[src/rtl/head_seek_pkg.sv]
package head_seek_pkg;

   typedef enum logic [3:0] {
      SK_IDLE,
      SK_SPIN,
      SK_SEEK,
      SK_SETUP,
      SK_PULSE,
      SK_GAP,
      SK_SETTLE,
      SK_DONE
   } hs_state_e;

   function automatic int hs_max3(input int a, input int b, input int c);
      int m;
      m = (a > b) ? a : b;
      return (m > c) ? m : c;
   endfunction

endpackage

[src/rtl/hs_interval.sv]
// Restartable event counter: hit rises once LIMIT events were seen since clr.
module hs_interval #(
   parameter int CNT_W = 8
) (
   input  logic             clk,
   input  logic             rst_n,
   input  logic             clr,
   input  logic             evt,
   input  logic [CNT_W-1:0] limit,
   output logic             hit
);
   logic [CNT_W-1:0] cnt_q;

   assign hit = (cnt_q >= limit);

   always_ff @(posedge clk) begin
      if (!rst_n)            cnt_q <= '0;
      else if (clr)          cnt_q <= '0;
      else if (evt && !hit)  cnt_q <= cnt_q + 1'b1;
   end
endmodule

[src/rtl/hs_sync.sv]
// Input synchroniser; STAGES = 0 passes the pin straight through.
module hs_sync #(
   parameter int STAGES = 2
) (
   input  logic clk,
   input  logic rst_n,
   input  logic din,
   output logic dout
);
   generate
      if (STAGES == 0) begin : g_direct
         assign dout = din;
      end else begin : g_flops
         logic [STAGES-1:0] sh_q;
         always_ff @(posedge clk) begin
            if (!rst_n) sh_q <= '0;
            else begin
               sh_q[0] <= din;
               for (int i = 1; i < STAGES; i++) sh_q[i] <= sh_q[i-1];
            end
         end
         assign dout = sh_q[STAGES-1];
      end
   endgenerate
endmodule

[src/rtl/hs_motor.sv]
// Spindle keeper: on at kick, off once idle past IDLE_MS ticks and not held.
module hs_motor #(
   parameter int IDLE_MS = 5000
) (
   input  logic clk,
   input  logic rst_n,
   input  logic kick,
   input  logic ms_tick,
   input  logic hold,
   output logic motor_on
);
   localparam int CW = $clog2(IDLE_MS + 2);
   localparam logic [CW-1:0] LIM = CW'(IDLE_MS);

   logic [CW-1:0] cnt_q;

   always_ff @(posedge clk) begin
      if (!rst_n) begin
         motor_on <= 1'b0;
         cnt_q    <= '0;
      end else if (kick) begin
         motor_on <= 1'b1;
         cnt_q    <= '0;
      end else begin
         if (motor_on && ms_tick && cnt_q <= LIM) cnt_q <= cnt_q + 1'b1;
         if (motor_on && !hold && cnt_q > LIM)    motor_on <= 1'b0;
      end
   end

   assert_kick_on_R8: assert property (@(posedge clk) disable iff (!rst_n)
      kick |=> motor_on);
   assert_idle_off_R9: assert property (@(posedge clk) disable iff (!rst_n)
      (motor_on && !hold && !kick && cnt_q > LIM) |=> !motor_on);
endmodule

[src/rtl/head_seek_ctrl.sv]
module head_seek_ctrl
   import head_seek_pkg::*;
#(
   parameter int CLK_HZ      = 50_000_000,
   parameter int TRK_W       = 8,
   parameter int DSEL_W      = 2,
   parameter int SPINUP_MS   = 1000,
   parameter int STEP_GAP_MS = 6,
   parameter int SETTLE_MS   = 50,
   parameter int IDLE_MS     = 5000,
   parameter int SYNC_STAGES = 2
) (
   input  logic              clk,
   input  logic              rst_n,
   input  logic              ms_tick,
   input  logic              start,
   input  logic              recal,
   input  logic [TRK_W-1:0]  target_trk,
   input  logic [DSEL_W-1:0] drv_sel,
   input  logic              trk0,
   output logic              motor_en,
   output logic              step_dir,
   output logic              step_pulse,
   output logic              busy,
   output logic              done,
   output logic [TRK_W-1:0]  cur_trk
);
   localparam int US_CYC = CLK_HZ / 1_000_000;
   localparam int US_W   = $clog2(US_CYC + 1);
   localparam int MS_MAX = hs_max3(SPINUP_MS, STEP_GAP_MS, SETTLE_MS);
   localparam int MS_W   = $clog2(MS_MAX + 1);

   generate
      if (US_CYC < 1) begin : g_bad_clk
         $error("CLK_HZ must be at least 1 MHz");
      end
      if (SYNC_STAGES < 0 || SYNC_STAGES > 4) begin : g_bad_sync
         $error("SYNC_STAGES must be 0..4");
      end
      if (TRK_W < 2 || DSEL_W < 1) begin : g_bad_width
         $error("TRK_W must be >= 2 and DSEL_W >= 1");
      end
   endgenerate

   hs_state_e         st_q, st_nx;
   logic [TRK_W-1:0]  tgt_q, cur_q, eff_trk;
   logic [DSEL_W-1:0] drv_q;
   logic              homed_q, last_home_q, dir_q;
   logic              trk0_s, us_hit, ms_hit, st_chg, accept, motor_on;
   logic [MS_W-1:0]   ms_limit;

   hs_sync #(.STAGES(SYNC_STAGES)) u_sync (
      .clk(clk), .rst_n(rst_n), .din(trk0), .dout(trk0_s));

   hs_interval #(.CNT_W(US_W)) u_us (
      .clk(clk), .rst_n(rst_n), .clr(st_chg), .evt(1'b1),
      .limit(US_W'(US_CYC)), .hit(us_hit));

   hs_interval #(.CNT_W(MS_W)) u_ms (
      .clk(clk), .rst_n(rst_n), .clr(st_chg), .evt(ms_tick),
      .limit(ms_limit), .hit(ms_hit));

   hs_motor #(.IDLE_MS(IDLE_MS)) u_motor (
      .clk(clk), .rst_n(rst_n), .kick(accept), .ms_tick(ms_tick),
      .hold(busy), .motor_on(motor_on));

   assign accept  = (st_q == SK_IDLE) && (start || recal);
   assign eff_trk = trk0_s ? '0 : cur_q;
   assign st_chg  = (st_nx != st_q);

   always_comb begin
      case (st_q)
         SK_SPIN:   ms_limit = MS_W'(SPINUP_MS);
         SK_GAP:    ms_limit = MS_W'(STEP_GAP_MS);
         SK_SETTLE: ms_limit = MS_W'(SETTLE_MS);
         default:   ms_limit = '0;
      endcase
   end

   always_comb begin
      st_nx = st_q;
      case (st_q)
         SK_IDLE:   if (start || recal) st_nx = motor_on ? SK_SEEK : SK_SPIN;
         SK_SPIN:   if (ms_hit) st_nx = SK_SEEK;
         SK_SEEK: begin
            if (!homed_q)                st_nx = SK_SETUP;
            else if (cur_q == tgt_q)     st_nx = SK_SETTLE;
            else if (eff_trk == tgt_q)   st_nx = SK_SETTLE;
            else                         st_nx = SK_SETUP;
         end
         SK_SETUP:  if (us_hit) st_nx = SK_PULSE;
         SK_PULSE:  if (us_hit) st_nx = SK_GAP;
         SK_GAP:    if (ms_hit) st_nx = SK_SEEK;
         SK_SETTLE: if (ms_hit) st_nx = SK_DONE;
         SK_DONE:   st_nx = SK_IDLE;
         default:   st_nx = SK_IDLE;
      endcase
   end

   always_ff @(posedge clk) begin
      if (!rst_n) begin
         st_q        <= SK_IDLE;
         tgt_q       <= '0;
         cur_q       <= '0;
         drv_q       <= '0;
         homed_q     <= 1'b0;
         last_home_q <= 1'b0;
         dir_q       <= 1'b0;
      end else begin
         st_q <= st_nx;
         case (st_q)
            SK_IDLE: if (accept) tgt_q <= recal ? '0 : target_trk;
            SK_SEEK: begin
               if (!homed_q) begin
                  dir_q       <= 1'b1;
                  last_home_q <= trk0_s;
               end else if (cur_q != tgt_q) begin
                  if (eff_trk < tgt_q) begin
                     dir_q <= 1'b0;
                     cur_q <= eff_trk + 1'b1;
                  end else if (eff_trk > tgt_q) begin
                     dir_q <= 1'b1;
                     cur_q <= eff_trk - 1'b1;
                  end else begin
                     cur_q <= eff_trk;
                  end
               end
            end
            SK_GAP: if (ms_hit && !homed_q && last_home_q) begin
               cur_q       <= '0;
               homed_q     <= 1'b1;
               last_home_q <= 1'b0;
            end
            default: ;
         endcase
         if (accept && (recal || !motor_on)) homed_q <= 1'b0;
         if (drv_sel != drv_q) begin
            homed_q <= 1'b0;
            drv_q   <= drv_sel;
         end
      end
   end

   assign busy       = (st_q != SK_IDLE);
   assign step_pulse = (st_q == SK_PULSE);
   assign done       = (st_q == SK_DONE);
   assign step_dir   = dir_q;
   assign cur_trk    = cur_q;
   assign motor_en   = motor_on;

   assert_dir_hold_R1: assert property (@(posedge clk) disable iff (!rst_n)
      step_pulse |-> $stable(step_dir));
   assert_done_single_R7: assert property (@(posedge clk) disable iff (!rst_n)
      done |=> !done);
   assert_done_target_R7: assert property (@(posedge clk) disable iff (!rst_n)
      done |-> (cur_trk == tgt_q));
   assert_step_motor_R8: assert property (@(posedge clk) disable iff (!rst_n)
      step_pulse |-> motor_en);
   assert_resync_R6: assert property (@(posedge clk) disable iff (!rst_n)
      (st_q == SK_SEEK && homed_q && trk0_s && cur_q != tgt_q) |=> (cur_trk <= 1));
   assert_idle_quiet_R12: assert property (@(posedge clk) disable iff (!rst_n)
      !busy |-> !step_pulse);
   assert_target_frozen_R12: assert property (@(posedge clk) disable iff (!rst_n)
      busy |=> $stable(tgt_q));
endmodule

[config.mk]
export PLATFORM = sky130hd
export DESIGN_NAME = head_seek_ctrl
export DESIGN_NICKNAME = d
export VERILOG_FILES = /design/src/rtl/head_seek_pkg.sv /design/src/rtl/hs_interval.sv /design/src/rtl/hs_sync.sv /design/src/rtl/hs_motor.sv /design/src/rtl/head_seek_ctrl.sv
export SDC_FILE = /design/constraint.sdc
export NUM_CORES = 1
export LEC_CHECK = 0
export BUFFER_PORTS_ARGS = -buffer_cell sky130_fd_sc_hd__buf_2
export CORE_MARGIN = 5
export CORE_UTILIZATION = 55
export DETAILED_ROUTE_END_ITERATION = 7
export PLACE_DENSITY = 0.74
export RECOVER_POWER = 25
export SETUP_SLACK_MARGIN = 0.3
export SYNTH_ARGS = -nofsm -noshare
export SYNTH_HDL_FRONTEND = slang
export SYNTH_SLANG_ARGS = --single-unit
[constraint.sdc]
create_clock -name clk -period 4.1 [get_ports clk]
set_input_delay 0.82 -clock clk [delete_from_list [all_inputs] [get_ports clk]]
set_output_delay 0.82 -clock clk [all_outputs]
set_load 0.02 [all_outputs]
==> results.sh, run 1 <==
export IMPL_cts_hold_buffers_added=0
export IMPL_cp_startpoint="st_q[0]"
export IMPL_number_of_antenna_violations_at_the_first_check_in_global_routing=0
export IMPL_synth_edff_count=0
export IMPL_grt_pass1_wl_mm=15.2
export IMPL_final_seq_area_um2=1140
export IMPL_slew_headroom_pct=17.9
export IMPL_synthMostInstantiatedCell="dfxtp_1"
export IMPL_grt_max_degree=30
export IMPL_required_ns=4.34
export IMPL_setup_violations=0
export IMPL_finish_net_count=523
export IMPL_num_vias=3455
export IMPL_clk_path_buf_depth=2
export IMPL_overflow=0
export IMPL_drt_iter0_drc=174
export IMPL_fraction_of_final_layout_cells_sized_beyond_drive_strength_1_pct=15.0
export IMPL_die_area_um2=8820
export IMPL_ys_seq_elements=57
export IMPL_mappedNetlistArea_um2=3870
export IMPL_postCtsSetupRepairBufs=0
export IMPL_tritoncts_num_buffers=9
export IMPL_crit_path_end_kind="flip-flop"
export IMPL_floorplan_core_area_um2=6830
export IMPL_min_delay_start="u_sync.g_flops.sh_q[0]"
export IMPL_synth_area_per_cell_um2=8.47
export IMPL_slew_viol_final=0
export IMPL_max_freq_ghz=0.296
export IMPL_top_level_ports=29
export IMPL_hold_viol_final=0
export IMPL_commonest_cells_post_synth="dfxtp_1, nand2_1, nor2_1"
export IMPL_status="finished, final reports clean"
export IMPL_crit_fanout=16
export IMPL_syn_instance_count=457
export IMPL_setup_cp_type="reg2reg"
export IMPL_synth_cell_type_count=68
export IMPL_worst_endpoint_arrival_ns=3.62
export IMPL_share_of_synthesized_flip_flops_with_an_asynchronous_set_or_reset_pct=0
export IMPL_synthTopCellsByArea="dfxtp_1, ha_1, xnor2_1, nand2_1, a211oi_2"
export IMPL_grt_use_total_pct=21.4
export IMPL_synth_top_cell_area_share_pct=29.5
export IMPL_worst_r2r_startpoint="st_q[0]"
export IMPL_antenna_cells=0
export IMPL_route_detailed_drc=0
export IMPL_die_width_um=93.9
export IMPL_clock_insertion_delay_worst_skew_ns=0.34
export IMPL_dieHeight_um=93.9
export IMPL_synth_largest_area_cell="dfxtp_1"
export IMPL_multi_input_area_um2=2540
export IMPL_crit_path_start_kind="flip-flop"
export IMPL_drt_pass1_iter_count=5
export IMPL_hp_class="reg2reg"
export IMPL_routed_wire_length_mm=9.14
export IMPL_cell_pwr_density_nw_per_um2=318
export IMPL_ys_warn_count=0
export IMPL_placed_area_um2=4080
export IMPL_proportion_of_synthesized_chip_area_in_sequential_cells_pct=29.5
export IMPL_post_cts_resized=0
export IMPL_final_setup_skew_ns=0.0125
export IMPL_syn_to_final_growth_pct=10.2
export IMPL_route_detailed_wl_per_inst_um=15.7
export IMPL_power_mw=1.36
export IMPL_clk_transition_reported_paths_ns=0.07
export IMPL_cts_htree_levels=3
export IMPL_antenna_violating_nets_post_route=0
export IMPL_finalCriticalPeriod_ns=3.38
export IMPL_viasPerCell=5.93
export IMPL_power_leakage_nw=1.58
export IMPL_ys_flop_type="dfxtp_1"
export IMPL_placementRows=30
export IMPL_finalInstanceArea_um2=4270
export IMPL_ir_worst_vdd_mv=0.189
export IMPL_clock_root_buffer="clkbuf_8"
export IMPL_unrepaired_setup_endpoints_after_global_routing="false"
export IMPL_dpl_hpwl_mm=6.65
export IMPL_tritoncts="yes"
export IMPL_period_share_pct=82.5
export IMPL_maxCapViolations=0
export IMPL_cts_sinks=57
export IMPL_setup_tns_ns=0
export IMPL_first_global_vias=3234
export IMPL_fillers=612
export IMPL_worst_slew_pin_transition_ns=1.23
export IMPL_initial_utilization_pct=56.7
export IMPL_placement_io_buffers=28
export IMPL_finalWeightedCongestion=0.935
export IMPL_syn_num_nets=497
-- cell usage in the layout (no fill, tap or decap), types with 11 or more instances in the layout --
cell type  instances
a211oi_2          12
a21oi_1           26
nand3_1           18
nand2_1           41
nand4_1           11
buf_2             17
xor2_1            12
o21ai_0           16
nor2_1            33
xnor2_1           19
clkbuf_1          13
dfxtp_1           57
inv_1             30
ha_1              24
-- registers in the layout, indices dropped and copies added, names as in the netlist --
register and flops:
u_motor.cnt_q 13, u_ms.cnt_q 10, cur_trk 8, tgt_q 8, u_us.cnt_q 6, st_q 4
drv_q 2, u_sync.g_flops.sh_q 2, homed_q 1, last_home_q 1, step_dir 1, u_motor.motor_on 1
-- metal layers --
layer,GRT usage [%],routed length [um]
met5,0,0
met3,4.97,382
met1,28.0,4310
met2,34.4,4350
met4,7.82,106
-- final timing paths --
| kind | depth (start not counted) | to | slack (ns) |
|---|---|---|---|
| max reg2reg | 11 | u_us.cnt_q[4] | 0.72 |
| min reg2reg | 1 | u_sync.g_flops.sh_q[1] | 0.44 |
| max | 11 | u_us.cnt_q[4] | 0.72 |
| min | 1 | u_sync.g_flops.sh_q[1] | 0.44 |
-- critical path: stages (launching register included) --
cell	delay, ns
dfxtp_1	0.51
inv_1	0.19
nor2_1	0.23
nand2_1	0.21
ha_1	0.36
a211oi_2	0.25
nor2_2	0.09
o31ai_4	0.40
nand4_2	0.17
a311o_1	0.37
buf_4	0.21
a221oi_1	0.27
-- per-stage QoR --
step | hold slack (ns) | worst slack [ns] | util (%) | cells
after floorplan | 0.412 | 1.23 | - | 457
after global placement | 0.414 | 0.984 | 59.7 | 568
after detailed placement | 0.425 | 0.815 | 59.7 | 568
final | 0.439 | 0.718 | 62.5 | 583
after global routing | 0.455 | 0.488 | 62.5 | 583
after CTS | 0.443 | 0.758 | 62.8 | 583
-- cell type report --
| cell class | count | area share, % |
|---|---|---|
| clock buffers | 12 | 3.40 |
| clock inverters | 3 | 1.52 |
| inverters | 30 | 2.64 |
| multi-input cells | 354 | 59.4 |
| flip-flops and latches | 57 | 26.7 |
| well taps | 96 | 2.81 |
| repair buffers | 31 | 3.49 |
-- cells by family after synthesis --
| group | after synthesis | synth area share (%) |
|---|---|---|
| fa+ha+maj | 24 | 7.75 |
| simple gates | 173 | 24.0 |
| xor+xnor | 31 | 7.01 |
| mux | 2 | 0.517 |
| flops | 57 | 29.5 |
| compound gates | 123 | 26.2 |
| buf+inv | 46 | 4.91 |
| other cells | 1 | 0.0968 |
-- power breakdown --
part / leakage (nW) / total [mW] / switching, mW / internal [mW]
Combinational: 1.01 / 0.195 / 0.127 / 0.0680
Clock: 0.106 / 0.584 / 0.229 / 0.355
Sequential: 0.462 / 0.578 / 0.0133 / 0.565
Total: 1.58 / 1.36 / 0.369 / 0.988
Note: power is estimated with default switching activity, not from simulation.
==> run 2, diff against run 1 <==
--- a/config.mk
+++ b/config.mk
@@ -9,7 +9,7 @@
 export CORE_MARGIN = 5
 export CORE_UTILIZATION = 55
 export DETAILED_ROUTE_END_ITERATION = 7
-export PLACE_DENSITY = 0.74
+export PLACE_DENSITY = 0.77
 export RECOVER_POWER = 25
 export SETUP_SLACK_MARGIN = 0.3
 export SYNTH_ARGS = -nofsm -noshare
==> constraint.sdc (replaced) <==
create_clock -name clk -period 3.01 [get_ports clk]
set_input_delay 0.602 -clock clk [delete_from_list [all_inputs] [get_ports clk]]
set_output_delay 0.602 -clock clk [all_outputs]
set_load 0.02 [all_outputs]
==> run 2 against run 1 <==
Compared with the run above: design area increased by 11%; global-route usage rose by 1.2 points; critical path depth unchanged; worst setup slack lost 0.38 ns; count of clock-buffer cells in the layout is the same; critical endpoint is now u_ms.cnt_q[8]; highest routed layer unchanged.
==> results.sh, run 2 (synthesis gave the netlist of run 1 again) <==
export IMPL_grt_max_degree=30
export IMPL_slew_headroom_pct=18.3
export IMPL_status="finished, final reports clean"
export IMPL_finish_net_count=552
export IMPL_drt_pass1_iter_count=5
export IMPL_hold_viol_final=0
export IMPL_fraction_of_final_layout_cells_sized_beyond_drive_strength_1_pct=26.0
export IMPL_setup_tns_ns=0
export IMPL_tritoncts_num_buffers=9
export IMPL_fillers=531
export IMPL_route_detailed_wl_per_inst_um=16.7
export IMPL_crit_path_start_kind="flip-flop"
export IMPL_place_inst=586
export IMPL_timing_critical_path_max_delay_family="simple AND/OR/NAND/NOR gates"
export IMPL_viasPerCell=6.09
export IMPL_floorplan_core_area_um2=6830
export IMPL_largest_register="u_motor.cnt_q"
export IMPL_layout_cells_most_common="dfxtp_1"
export IMPL_number_of_antenna_violations_at_the_first_check_in_global_routing=0
export IMPL_grt_pass1_wl_mm=16.1
export IMPL_route_detailed_drc=0
export IMPL_worst_path_most_repeated_cell="nor2_4"
export IMPL_power_frac_clock_pct=37.1
export IMPL_cts_htree_levels=3
export IMPL_worst_slack_ns=0.337
export IMPL_crit_path_end_kind="flip-flop"
export IMPL_antenna_violating_nets_post_route=0
export IMPL_placementRows=30
export IMPL_finalWeightedCongestion=0.967
export IMPL_syn_to_final_growth_pct=22.6
export IMPL_maxCapViolations=0
export IMPL_ir_worst_vdd_mv=0.294
export IMPL_rr_endpoint="u_ms.cnt_q[8]"
export IMPL_setup_violations=0
export IMPL_die_area_um2=8820
export IMPL_initial_utilization_pct=56.7
export IMPL_cell_pwr_density_nw_per_um2=375
export IMPL_clk_path_buf_depth=2
export IMPL_most_common_layout_cells="dfxtp_1, nand2_1, inv_1"
export IMPL_reg2reg_setup_slack_ns=0.34
export IMPL_finalCriticalPeriod_ns=2.67
export IMPL_clock_root_buffer="clkbuf_8"
export IMPL_antenna_cells=0
export IMPL_min_delay_worst_endpoint="u_sync.g_flops.sh_q[1]"
export IMPL_cts_sinks=57
export IMPL_num_vias=3730
export IMPL_cpPeakStageDelay_ns=0.58
export IMPL_clk_transition_reported_paths_ns=0.06
export IMPL_cts_hold_buffers_added=0
export IMPL_required_ns=3.23
export IMPL_top_level_ports=29
export IMPL_placement_io_buffers=28
export IMPL_clock_insertion_delay_worst_skew_ns=0.33
export IMPL_critical_path_slowest_cell="or4b_4"
export IMPL_die_width_um=93.9
export IMPL_drt_iter0_drc=188
export IMPL_timing_critical_path_cells="buf_6 -> nor2_4 -> nand2_4 -> ha_4 -> a211oi_4 -> nor2_4 -> or4b_4 -> buf_12 -> a2111oi_4 -> xnor2_1 -> a211oi_2"
export IMPL_setup_cp_type="reg2reg"
export IMPL_biggestRegsByFlops="u_motor.cnt_q (13), u_ms.cnt_q (10)"
export IMPL_worst_slew_pin_transition_ns=1.23
export IMPL_overflow=0
export IMPL_worst_r2r_startpoint="st_q[2]"
export IMPL_netSwitchingFraction_pct=29.5
export IMPL_switching_power_mw=0.525
export IMPL_crit_fanout=5
export IMPL_first_global_vias=3456
export IMPL_unrepaired_setup_endpoints_after_global_routing="true"
export IMPL_tritoncts="yes"
export IMPL_finish_cell_count_without_fillers=612
export IMPL_hold_depth=1
export IMPL_power_leakage_nw=1.76
export IMPL_power_sequential_fraction_pct=44.0
export IMPL_final_setup_skew_ns=0.00581
export IMPL_hp_class="reg2reg"
export IMPL_p_int_mw=1.26
export IMPL_max_freq_ghz=0.374
export IMPL_dpl_hpwl_mm=7.11
export IMPL_largest_reg_flops=13
export IMPL_min_delay_start="u_sync.g_flops.sh_q[0]"
export IMPL_cp_buffers_inverters=2
export IMPL_routed_wire_length_mm=10.2
export IMPL_power_share_combinational_pct=18.9
export IMPL_slew_viol_final=0
export IMPL_worstRegToRegCells=11
export IMPL_worst_endpoint_arrival_ns=2.89
export IMPL_grt_use_total_pct=22.7
export IMPL_preCtsSetupSlack_ns=0.200
export IMPL_dieHeight_um=93.9
export IMPL_period_share_pct=88.8
[run 2: changes by cell type in the layout (fill, tap and decap cells not counted), sizes merged]
cell	previous run	this run
buf	20	47
bufinv	2	0
clkinv	1	3
clkbuf	23	25
[run 2: worst max-delay path by stage]
stage | from | end | slack [ns] | cells after the start
finish | st_q[2] | u_ms.cnt_q[8] | 0.34 | 11
global route | st_q[2] | u_ms.cnt_q[6] | 0.22 | 11
CTS | st_q[2] | u_ms.cnt_q[1] | 0.29 | 11
detailed placement | st_q[3] | u_ms.cnt_q[9] | 0.20 | 10
global placement | st_q[3] | u_ms.cnt_q[6] | 0.27 | 10
floorplan | st_q[0] | u_ms.cnt_q[9] | 0.30 | 11
[run 2: power groups by stage]
stage | logic [mW] | registers (mW) | clock network, mW
6_report | 0.338 | 0.784 | 0.661
3_5_place_dp | 0.289 | 0.800 | 0
3_3_place_gp | 0.285 | 0.799 | 0
2_1_floorplan | 0.215 | 0.797 | 0
5_1_grt | 0.365 | 0.785 | 0.715
4_1_cts | 0.295 | 0.784 | 0.673
[run 2: metal layers]
metal  up-vias  GRT usage [%]  routed length, um
li1       1800              -                  -
met1      1779           28.5               4510
met2       122           37.6               4940
met3        29           4.25                554
met4         0           9.87                238
met5         -              0                  0
[run 2: cell type report]
type	instances	area [um^2]	area share, %
clock buffer	12	165	3.48
sequential	57	1150	24.3
clock inverter	3	15.0	0.316
timing repair buffer	60	407	8.57
inverter	30	115	2.42
tap	96	120	2.53
multi-input combinational	354	2770	58.4
[run 2: through the flow]
stage / hold WS [ns] / area [um^2] / util (%) / total power, mW
2_1_floorplan: 0.412 / 3940 / - / 1.01
3_3_place_gp: 0.415 / 4270 / 62.6 / 1.08
3_5_place_dp: 0.424 / 4270 / 62.6 / 1.09
4_1_cts: 0.438 / 4500 / 65.9 / 1.75
5_1_grt: 0.468 / 4750 / 69.5 / 1.86
6_report: 0.437 / 4750 / 69.5 / 1.78
[run 2: timing repair]
action                     CTS  global route
gates resized for setup     10            42
setup endpoints to repair   14            23
pin swaps                    4            26
setup buffers                1            10
==> run 3, diff against run 2 <==
--- a/config.mk
+++ b/config.mk
@@ -7,9 +7,8 @@
 export LEC_CHECK = 0
 export BUFFER_PORTS_ARGS = -buffer_cell sky130_fd_sc_hd__buf_2
 export CORE_MARGIN = 5
-export CORE_UTILIZATION = 55
+export CORE_UTILIZATION = 30
 export DETAILED_ROUTE_END_ITERATION = 7
-export PLACE_DENSITY = 0.77
 export RECOVER_POWER = 25
 export SETUP_SLACK_MARGIN = 0.3
 export SYNTH_ARGS = -nofsm -noshare
==> run 3 against run 2 <==
Compared with the run above: clock skew increased by 0.0049 ns; hold slack got worse by 0.0067 ns; via count decreased by 3.9%; non-clock buffer count decreased by 7; design area increased by 1.3%; first-iteration DRC count increased by 27%; die area increased by 73%; highest routed layer unchanged.
==> results.sh, run 3 (synthesis gave the netlist of run 1 again) <==
export IMPL_status="finished, final reports clean"
export IMPL_finalCriticalPeriod_ns=2.62
export IMPL_first_global_vias=3534
export IMPL_crit_fanout=5
export IMPL_timing_critical_path_max_delay_family="simple AND/OR/NAND/NOR gates"
export IMPL_drt_met1_wl_mm=4.77
export IMPL_fraction_of_final_layout_cells_sized_beyond_drive_strength_1_pct=23.0
export IMPL_cpPeakStageDelay_ns=0.62
export IMPL_setup_tns_ns=0
export IMPL_crit_path_end_kind="flip-flop"
export IMPL_timing_critical_path_cells="nand2b_2 -> nor2_4 -> inv_1 -> ha_1 -> nand4_1 -> a21oi_4 -> or4b_4 -> a2111oi_4 -> xnor2_1 -> a211oi_2"
export IMPL_grt_use_total_pct=14.0
export IMPL_reg2reg_setup_slack_ns=0.39
export IMPL_placement_io_buffers=28
export IMPL_antenna_violating_nets_post_route=0
export IMPL_slew_headroom_pct=36.9
export IMPL_largest_reg_flops=13
export IMPL_drt_pass1_iter_count=5
export IMPL_num_vias=3584
export IMPL_worst_r2r_startpoint="st_q[3]"
export IMPL_die_width_um=124
export IMPL_route_detailed_wl_per_inst_um=15.2
export IMPL_initial_utilization_pct=30.7
export IMPL_finalCoreUtilization_pct=38.1
export IMPL_wl_met3_um=453
export IMPL_overflow=0
export IMPL_min_delay_worst_endpoint="u_sync.g_flops.sh_q[1]"
export IMPL_slew_viol_final=0
export IMPL_hold_viol_final=0
export IMPL_required_ns=3.26
export IMPL_hp_class="reg2reg"
export IMPL_final_setup_skew_ns=0.0107
export IMPL_syn_to_final_growth_pct=24.1
export IMPL_cts_htree_levels=3
export IMPL_unrepaired_setup_endpoints_after_global_routing="true"
export IMPL_clock_root_buffer="clkbuf_16"
export IMPL_antenna_cells=0
export IMPL_finish_net_count=545
export IMPL_route_detailed_drc=0
export IMPL_most_common_layout_cells="dfxtp_1, nand2_1, inv_1"
export IMPL_dieHeight_um=124
export IMPL_number_of_antenna_violations_at_the_first_check_in_global_routing=0
export IMPL_min_delay_start="u_sync.g_flops.sh_q[0]"
export IMPL_clk_transition_reported_paths_ns=0.05
export IMPL_tritoncts="yes"
export IMPL_layout_cells_most_common="dfxtp_1"
export IMPL_top_level_ports=29
export IMPL_ir_worst_vdd_mv=0.242
export IMPL_placementRows=41
export IMPL_die_area_um2=15300
export IMPL_dr_max_layer_used="met4"
export IMPL_setup_violations=0
export IMPL_max_freq_ghz=0.382
export IMPL_largest_register="u_motor.cnt_q"
export IMPL_period_share_pct=87.1
export IMPL_route_met2_wl_mm=5.02
export IMPL_cts_sinks=57
export IMPL_cp_buffers_inverters=1
export IMPL_drt_iter0_drc=238
export IMPL_worst_slew_pin_transition_ns=0.947
export IMPL_viasPerCell=5.26
export IMPL_hold_depth=1
export IMPL_worstRegToRegCells=10
export IMPL_grt_pass1_wl_mm=17.1
export IMPL_clk_path_buf_depth=2
export IMPL_power_mw=2.27
export IMPL_finalWeightedCongestion=0.874
export IMPL_cell_pwr_density_nw_per_um2=472
export IMPL_timing_hold_ws_ns=0.430
export IMPL_floorplan_core_area_um2=12600
export IMPL_tritoncts_num_buffers=9
export IMPL_maxCapViolations=0
export IMPL_crit_path_start_kind="flip-flop"
export IMPL_clock_insertion_delay_worst_skew_ns=0.33
export IMPL_worst_endpoint_arrival_ns=2.87
export IMPL_routed_wire_length_mm=10.4
export IMPL_rr_endpoint="u_ms.cnt_q[6]"
export IMPL_biggestRegsByFlops="u_motor.cnt_q (13), u_ms.cnt_q (10)"
export IMPL_power_leakage_nw=1.75
export IMPL_setup_cp_type="reg2reg"
export IMPL_grt_max_degree=25
export IMPL_dpl_hpwl_mm=7.62
export IMPL_critical_path_slowest_cell="or4b_4"
run 3: power breakdown:
part / switching (mW) / internal (mW) / leakage [nW]
registers: 0.0148 / 0.770 / 0.464
logic: 0.197 / 0.122 / 1.12
clock network: 0.366 / 0.800 / 0.161
run 3: layer usage:
metal  vias to the layer above  GRT usage, %
met5                         -             0
met3                        12          3.63
met1                      1709          18.1
li1                       1778             -
met2                        85          23.1
met4                         0          3.67
run 3: area by class of cell:
class	instances	area, um^2
repair buffers	53	312
inverters	30	115
flip-flops and latches	57	1150
fillers	1299	7810
clock inverters	6	108
clock buffers	9	225
multi-input cells	354	2680
well taps	172	215
run 3: how the worst max path moves through the flow:
| stage | cells after the start | slack (ns) | from | to |
|---|---|---|---|---|
| after floorplan | 11 | 0.30 | st_q[0] | u_ms.cnt_q[9] |
| after global placement | 10 | 0.25 | st_q[2] | u_ms.cnt_q[8] |
| after detailed placement | 10 | 0.15 | st_q[2] | u_ms.cnt_q[8] |
| after CTS | 10 | 0.32 | st_q[0] | u_ms.cnt_q[5] |
| after global routing | 11 | 0.22 | st_q[1] | u_us.cnt_q[4] |
| final | 10 | 0.39 | st_q[3] | u_ms.cnt_q[6] |
run 3: metrics by stage:
step,setup slack (ns),std cells,cell area [um^2]
6_report,0.389,681,4810
5_1_grt,0.224,681,4810
4_1_cts,0.318,677,4720
3_5_place_dp,0.155,660,4350
3_3_place_gp,0.251,660,4350
2_1_floorplan,0.302,457,3940
run 3: timing repair:
action,4_1_cts,5_1_grt
hold buffers,0,0
endpoints found under the setup margin,21,22
setup buffers,2,4
gates resized for setup,7,19
pin swaps,5,11
